`config.mk`:
```
export PLATFORM = sky130hd
export DESIGN_NAME = mdio_mgmt_slave
export DESIGN_NICKNAME = d
export VERILOG_FILES = /design/src/rtl/mdio_pkg.sv /design/src/rtl/mdio_frame_ctrl.sv /design/src/rtl/mdio_reg_file.sv /design/src/rtl/mdio_mgmt_slave.sv
export SDC_FILE = /design/constraint.sdc
export NUM_CORES = 1
export LEC_CHECK = 0
export BUFFER_PORTS_ARGS = -buffer_cell sky130_fd_sc_hd__buf_2
export CAP_MARGIN = 0
export CORE_MARGIN = 2
export CORE_UTILIZATION = 52
export DETAILED_ROUTE_END_ITERATION = 10
export GPL_ROUTABILITY_DRIVEN = 0
export PLACE_DENSITY = 0.69
export SLEW_MARGIN = 20
export SYNTH_ARGS = -nofsm -noshare
export SYNTH_HDL_FRONTEND = slang
export SYNTH_SLANG_ARGS = --single-unit
```
`constraint.sdc`:
```
create_clock -name mdc -period 3.9 [get_ports mdc]
set_clock_uncertainty 0.2 [all_clocks]
set_input_delay 0.78 -clock mdc [delete_from_list [all_inputs] [get_ports mdc]]
set_output_delay 0.78 -clock mdc [all_outputs]
set_load 0.01 [all_outputs]
```
`src/rtl/mdio_pkg.sv`:
```
package mdio_pkg;
  localparam int DATA_W   = 16;
  localparam int REG_W    = 5;
  localparam int PHY_W    = 5;
  localparam int CHAN_W   = 1;
  localparam int NUM_CHAN = 1 << CHAN_W;
  localparam int STRAP_W  = PHY_W - CHAN_W;
  localparam int HDR_W    = 2 + PHY_W + REG_W;

  localparam logic [REG_W-1:0] ADDR_CTRL = 5'd0;
  localparam logic [REG_W-1:0] ADDR_STAT = 5'd1;

  localparam logic [DATA_W-1:0] CTRL_FIXED   = 16'h0140;
  localparam logic [DATA_W-1:0] STATUS_VALUE = 16'h0101;

  typedef enum logic [2:0] {
    ST_IDLE, ST_START, ST_HDR, ST_TA_RD1, ST_TA_RD2, ST_RDATA, ST_TA_WR, ST_WDATA
  } frameState_t;

  typedef struct packed {
    logic              loadRead;
    logic              shiftData;
    logic              commitWrite;
    logic [CHAN_W-1:0] chan;
    logic [REG_W-1:0]  regAddr;
  } mdioStrobe_t;
endpackage

```
`src/rtl/mdio_frame_ctrl.sv`:
```
module mdio_frame_ctrl
  import mdio_pkg::*;
#(
  parameter int PREAMBLE_LEN = 32
) (
  input  logic               mdc,
  input  logic               rstN,
  input  logic               mdioIn,
  input  logic [STRAP_W-1:0] phyStrap,
  input  logic               readBit,
  output mdioStrobe_t        strobe,
  output logic               mdioOut,
  output logic               mdioOe
);
  localparam int PRM_W = $clog2(PREAMBLE_LEN + 1);
  localparam int BIT_W = $clog2(DATA_W);
  localparam logic [PRM_W-1:0] PRM_FULL = PRM_W'(PREAMBLE_LEN);
  localparam logic [BIT_W-1:0] HDR_LAST = BIT_W'(HDR_W - 1);
  localparam logic [BIT_W-1:0] DATA_LAST = BIT_W'(DATA_W - 1);

  frameState_t       state;
  logic [PRM_W-1:0]  prmCount;
  logic [BIT_W-1:0]  bitCnt;
  logic [HDR_W-2:0]  hdrShift;
  logic [CHAN_W-1:0] chanReg;
  logic [REG_W-1:0]  regAddrReg;

  logic [HDR_W-1:0]  hdrNext;
  logic              opRead, opWrite, phyOk, hdrDone;

  assign hdrNext = {hdrShift, mdioIn};
  assign opRead  = hdrNext[HDR_W-1 -: 2] == 2'b10;
  assign opWrite = hdrNext[HDR_W-1 -: 2] == 2'b01;
  assign phyOk   = hdrNext[REG_W+PHY_W-1 : REG_W+CHAN_W] == phyStrap;
  assign hdrDone = (state == ST_HDR) && (bitCnt == HDR_LAST);

  always_ff @(posedge mdc or negedge rstN) begin
    if (!rstN) begin
      state      <= ST_IDLE;
      prmCount   <= '0;
      bitCnt     <= '0;
      hdrShift   <= '0;
      chanReg    <= '0;
      regAddrReg <= '0;
    end else begin
      if (state != ST_IDLE) prmCount <= '0;
      case (state)
        ST_IDLE: begin
          if (mdioIn) begin
            if (prmCount != PRM_FULL) prmCount <= prmCount + 1'b1;
          end else if (prmCount == PRM_FULL) begin
            state <= ST_START;
          end else begin
            prmCount <= '0;
          end
        end
        ST_START: begin
          bitCnt <= '0;
          state  <= mdioIn ? ST_HDR : ST_IDLE;
        end
        ST_HDR: begin
          hdrShift <= hdrNext[HDR_W-2:0];
          bitCnt   <= bitCnt + 1'b1;
          if (hdrDone) begin
            bitCnt     <= '0;
            chanReg    <= hdrNext[REG_W +: CHAN_W];
            regAddrReg <= hdrNext[REG_W-1:0];
            if (phyOk && opRead)       state <= ST_TA_RD1;
            else if (phyOk && opWrite) state <= ST_TA_WR;
            else                       state <= ST_IDLE;
          end
        end
        ST_TA_RD1: state <= ST_TA_RD2;
        ST_TA_RD2: state <= ST_RDATA;
        ST_TA_WR: begin
          bitCnt <= bitCnt + 1'b1;
          if (bitCnt[0]) begin
            bitCnt <= '0;
            state  <= ST_WDATA;
          end
        end
        ST_RDATA, ST_WDATA: begin
          bitCnt <= bitCnt + 1'b1;
          if (bitCnt == DATA_LAST) begin
            bitCnt <= '0;
            state  <= ST_IDLE;
          end
        end
        default: state <= ST_IDLE;
      endcase
    end
  end

  always_comb begin
    strobe.loadRead    = hdrDone && phyOk && opRead;
    strobe.shiftData   = (state == ST_RDATA) || (state == ST_WDATA);
    strobe.commitWrite = (state == ST_WDATA) && (bitCnt == DATA_LAST);
    strobe.chan        = (state == ST_HDR) ? hdrNext[REG_W +: CHAN_W] : chanReg;
    strobe.regAddr     = (state == ST_HDR) ? hdrNext[REG_W-1:0] : regAddrReg;
  end

  assign mdioOe  = (state == ST_TA_RD2) || (state == ST_RDATA);
  assign mdioOut = (state == ST_RDATA) && readBit;

  // the driver comes on only after the released turnaround bit, starting at 0
  p_ta_release_r4: assert property (@(posedge mdc) disable iff (!rstN)
    $rose(mdioOe) |-> ($past(state) == ST_TA_RD1) && !mdioOut);

  // a write frame never has the slave driving the line
  p_no_drive_write_r1: assert property (@(posedge mdc) disable iff (!rstN)
    strobe.commitWrite |-> !mdioOe);

  // leaving preamble search requires the full run of ones
  p_full_preamble_r2: assert property (@(posedge mdc) disable iff (!rstN)
    (state == ST_START && $past(state) == ST_IDLE) |-> $past(prmCount) == PRM_FULL);
endmodule

```
`src/rtl/mdio_reg_file.sv`:
```
module mdio_reg_file
  import mdio_pkg::*;
(
  input  logic                mdc,
  input  logic                rstN,
  input  logic                mdioIn,
  input  mdioStrobe_t         strobe,
  input  logic [NUM_CHAN-1:0] extLoopPin,
  output logic                readBit,
  output logic [NUM_CHAN-1:0] loopbackOut,
  output logic [NUM_CHAN-1:0] powerDownOut,
  output logic [NUM_CHAN-1:0] isolateOut,
  output logic                globalResetPulse
);
  localparam int BIT_LOOP = 14;
  localparam int BIT_PDN  = 11;
  localparam int BIT_ISO  = 10;
  localparam int BIT_RST  = 15;

  logic [DATA_W-1:0]   dataShift;
  logic [DATA_W-1:0]   writeWord;
  logic [DATA_W-1:0]   readWord;
  logic                softReset;
  logic                ctrlWrite;
  logic [NUM_CHAN-1:0] loopReg, pdnReg, isoReg;

  assign writeWord = {dataShift[DATA_W-2:0], mdioIn};
  assign ctrlWrite = strobe.commitWrite && (strobe.regAddr == ADDR_CTRL);

  always_ff @(posedge mdc or negedge rstN) begin
    if (!rstN) begin
      dataShift <= '0;
      softReset <= 1'b0;
    end else begin
      softReset <= ctrlWrite && writeWord[BIT_RST];
      if (strobe.loadRead)       dataShift <= readWord;
      else if (strobe.shiftData) dataShift <= writeWord;
    end
  end

  for (genvar c = 0; c < NUM_CHAN; c++) begin : g_chan
    logic loopQ, pdnQ, isoQ;
    always_ff @(posedge mdc or negedge rstN) begin
      if (!rstN) begin
        {loopQ, pdnQ, isoQ} <= 3'b000;
      end else if (softReset) begin
        {loopQ, pdnQ, isoQ} <= 3'b000;
      end else if (ctrlWrite && !writeWord[BIT_RST] && strobe.chan == CHAN_W'(c)) begin
        loopQ <= writeWord[BIT_LOOP];
        pdnQ  <= writeWord[BIT_PDN];
        isoQ  <= writeWord[BIT_ISO];
      end
    end
    assign loopReg[c] = loopQ;
    assign pdnReg[c]  = pdnQ;
    assign isoReg[c]  = isoQ;
  end

  always_comb begin
    readWord = '0;
    case (strobe.regAddr)
      ADDR_CTRL: begin
        readWord           = CTRL_FIXED;
        readWord[BIT_RST]  = softReset;
        readWord[BIT_LOOP] = loopReg[strobe.chan];
        readWord[BIT_PDN]  = pdnReg[strobe.chan];
        readWord[BIT_ISO]  = isoReg[strobe.chan];
      end
      ADDR_STAT: readWord = STATUS_VALUE;
      default:   readWord = '0;
    endcase
  end

  assign readBit          = dataShift[DATA_W-1];
  assign loopbackOut      = loopReg | extLoopPin;
  assign powerDownOut     = pdnReg;
  assign isolateOut       = isoReg;
  assign globalResetPulse = softReset;

  // the reset pulse lasts a single cycle
  p_pulse_single_r7: assert property (@(posedge mdc) disable iff (!rstN)
    globalResetPulse |=> !globalResetPulse);

  // after the pulse every channel's control bits are back at default
  p_reset_clears_r7: assert property (@(posedge mdc) disable iff (!rstN)
    globalResetPulse |=> (powerDownOut == '0) && (isolateOut == '0) && ((loopbackOut & ~extLoopPin) == '0));

  // an asserted external pin always shows on the loopback output
  p_pin_passes_r8: assert property (@(posedge mdc) disable iff (!rstN)
    (loopbackOut & extLoopPin) == extLoopPin);
endmodule

```
`src/rtl/mdio_mgmt_slave.sv`:
```
module mdio_mgmt_slave
  import mdio_pkg::*;
#(
  parameter int PREAMBLE_LEN = 32
) (
  input  logic                mdc,
  input  logic                rstN,
  input  logic                mdioIn,
  output logic                mdioOut,
  output logic                mdioOe,
  input  logic [STRAP_W-1:0]  phyStrap,
  input  logic [NUM_CHAN-1:0] extLoopPin,
  output logic [NUM_CHAN-1:0] loopbackOut,
  output logic [NUM_CHAN-1:0] powerDownOut,
  output logic [NUM_CHAN-1:0] isolateOut,
  output logic                globalResetPulse
);
  mdioStrobe_t strobe;
  logic        readBit;

  mdio_frame_ctrl #(.PREAMBLE_LEN(PREAMBLE_LEN)) u_ctrl (
    .mdc      (mdc),
    .rstN     (rstN),
    .mdioIn   (mdioIn),
    .phyStrap (phyStrap),
    .readBit  (readBit),
    .strobe   (strobe),
    .mdioOut  (mdioOut),
    .mdioOe   (mdioOe)
  );

  mdio_reg_file u_regs (
    .mdc              (mdc),
    .rstN             (rstN),
    .mdioIn           (mdioIn),
    .strobe           (strobe),
    .extLoopPin       (extLoopPin),
    .readBit          (readBit),
    .loopbackOut      (loopbackOut),
    .powerDownOut     (powerDownOut),
    .isolateOut       (isolateOut),
    .globalResetPulse (globalResetPulse)
  );
endmodule

```
==> run metrics <==
status finished, final reports clean; TritonCTS clock tree done; Root Buffer clkbuf_8; switch share 0.205; slowest CP cell or3b_1; Arr. time, crit path 2.97 ns; post-synth top area share 0.488; main area contributors after synthesis dfrtp_1 (49%), nand2_1 (9.3%), mux2i_1 (7.4%), mux2_2 (3.7%), a21oi_1 (3.3%); Peak Freq 339 MHz; largest family of logic cells by synthesized area simple AND/OR/NAND/NOR gates; post-synth cell types 44; largest net degree at the start of global routing 35; # IOs 18; Switch Pwr 193 µW; die area roughly 0.0058 mm²; Worst Reg-to-Reg Cells 4; Worst-Skew Late Latency just over 0.3 ns; sequential power share 0.590; PwrDens approximately 320 mW/mm²; HPWL after DPL 3550 µm; Non-Filler Instances 364; DP Cell Count roughly 360; PortBufs 17; Synth Warn # 0; Req. time, crit path 3.93 ns; Synth Area in Compound Gates 0.0866; RSZ-0062 raised after global routing false; DRC viols 0; crit path buf inv count 0; Routed WL per cell 13.8 µm; Syn Nets slightly below 300; First-pass DRT Iterations 4; crit-path cells or3b_1, nor2_2, and4b_1, mux2i_1; #FFs+latches synth 53; Max IR drop VDD 224 µV; mux contribution to synthesized area 0.117; Initial DRC Count 143; layout cells sized above 1 0.156; crit path max fanout 20; TritonCTS buffer count 5; Post-synth EDFFs 0; via count 1991; power share of the clock group 0.380; Syn-to-layout area delta 7.93%; Slew Viols, Final 0; Worst slew margin 0.477; Final Hold Violating Endpoints 0; Syn Inst Count 285; Setup violations, final 0; commonest non-fill, non-tap cell in the layout nand2_1; Chip Width roughly 76 µm; Post-CTS Setup Bufs 0; cell family contributing the most delay on the critical path simple AND/OR/NAND/NOR gates; crit path time final 2.95 ns; Worst-path clk slew 0.09 ns; xor/xnor share of the synthesized area 0.0290; gr usage total 0.192; Total Routed Length 5040 µm; Crit. path cell count 4; Worst-Margin Slew 0.784 ns; max cap viols 0; total gr overflow 0; fraction of registers with async set/reset 1.00; Hold WC Path Type input port to asynchronous set/reset pin; crit path kind flip-flop to flip-flop; Crit. End Element flip-flop; CTS resizes 0; most frequent cells in the layout nand2_1 (67), dfrtp_1 (53), mux2i_1 (20); post-cts hold buffer count 0; Clock Sinks 53; initial core utilization 0.535; Synth Area in Adders 0.0184; Logic pwr share 0.030; vias in the first global route around 2000; H-tree Lvls 2; initial antenna violation count 0; P_int 748 µW; syn_area_per_cell 9.53 µm²; post-route ant nets 0; setup tns final 0 ns; fin nets 307; Mapped Area 0.00272 mm²; Leakage about 1.4 nW; Ant. Diodes 0; post-synthesis sequential area ratio 0.488; max incr delay on CP ~0.74 ns; first-pass GRT wire length 9060 µm; core area 0.00507 mm²; Max Root-Sink Buffers 2; biggest area consumer among synthesized cells dfrtp_1; Synth Area in Simple Gates 0.219; Rows 26; die height 76.3 µm; Worst setup SP type flip-flop; Via density 5.47; ratio of final minimum period to clock period 0.755; ys flop type dfrtp_1
==> stage by stage <==
step           power [mW]  utilization  hold slack (ns)  worst slack (ns)  instance area [µm²]
3_5_place_dp        0.596        0.557            0.303             0.955                 2830
3_3_place_gp        0.596        0.557            0.294              1.02                 2830
5_1_grt             0.979        0.577            0.341             0.686                 2930
6_report            0.941        0.577            0.319             0.954                 2930
2_1_floorplan       0.577            -            0.278              1.37                 2720
4_1_cts             0.953        0.577            0.318             0.939                 2930
==> per-layer routing <==
metal  vias to the layer above  global-route usage  wire length (µm)
li1                        992                   -                 -
met1                       964               0.276              2410
met2                        28               0.291              2390
met3                         7              0.0379               162
met4                         0              0.0673                74
met5                         -                   0                 0
==> worst paths after layout <==
kind                                     startpoint  slack (ns)                    to
worst max-delay path                u_ctrl.state[1]        0.95   u_regs.dataShift[8]
worst min-delay path                           rstN        0.32    u_ctrl.prmCount[3]
worst max register to register      u_ctrl.state[1]        0.95   u_regs.dataShift[8]
worst min register to register  u_regs.dataShift[8]        0.32   u_regs.dataShift[9]
max in group asynchronous                      rstN        2.44  u_regs.dataShift[11]
min in group mdc                u_regs.dataShift[8]        0.32   u_regs.dataShift[9]
==> final cells by class <==
class	instances	area, µm²
fill	462	2140
sequential	53	1330
multi-input combinational	207	1270
timing repair buffer	21	115
tap	70	87.6
clock buffer	5	68.8
clock inverter	2	35.0
inverter	6	22.5
==> state kept, by name, summed over array words and instances (netlist names) <==
name,cells
u_regs.g_chan.isoQ,2
u_ctrl.state,3
u_regs.globalResetPulse,1
u_regs.g_chan.loopQ,2
u_ctrl.prmCount,6
u_ctrl.hdrShift,11
u_regs.dataShift,16
u_regs.g_chan.pdnQ,2
u_ctrl.regAddrReg,5
u_ctrl.chanReg,1
u_ctrl.bitCnt,4
==> worst reg2reg max path: stages, from the launching register on <==
cell and delay (ns):
dfrtp_1 0.62, or3b_1 0.74, nor2_2 0.43, and4b_1 0.64
mux2i_1 0.25
==> cell families (layout without fill, tap and decap cells) <==
| family | after synthesis | in the layout |
|---|---|---|
| DFF | 53 | 53 |
| adders and majority gates | 4 | 4 |
| muxes | 30 | 30 |
| xor gates and xnor gates | 9 | 9 |
| buffers and inverters | 25 | 34 |
| AOI/OAI and AO/OA | 39 | 39 |
| and+or+nand+nor | 125 | 125 |
==> synth_stat cells (all sizes together) (2+ instances only) <==
cell / count
o21ai: 6
dfrtp: 53
o31ai: 2
nand4: 3
buf: 8
nor3: 3
nor2: 15
or3: 4
inv: 5
nand3: 9
o22ai: 4
a21oi: 18
mux2i: 20
a31oi: 2
nand2: 67
xnor2: 3
nor3b: 3
and3: 2
or2: 4
ha: 4
mux2: 10
xor2: 6
clkbuf: 11
and2: 2
nor2b: 2
nor4: 5
==> power by group through the flow <==
stage | clock network (mW) | logic [mW] | registers (mW)
after global routing | 0.389 | 0.0338 | 0.556
after CTS | 0.368 | 0.0297 | 0.555
after floorplan | 0 | 0.0109 | 0.566
after global placement | 0 | 0.0296 | 0.566
after detailed placement | 0 | 0.0298 | 0.566
final | 0.358 | 0.0281 | 0.555
(Power assumes the default switching activity.)
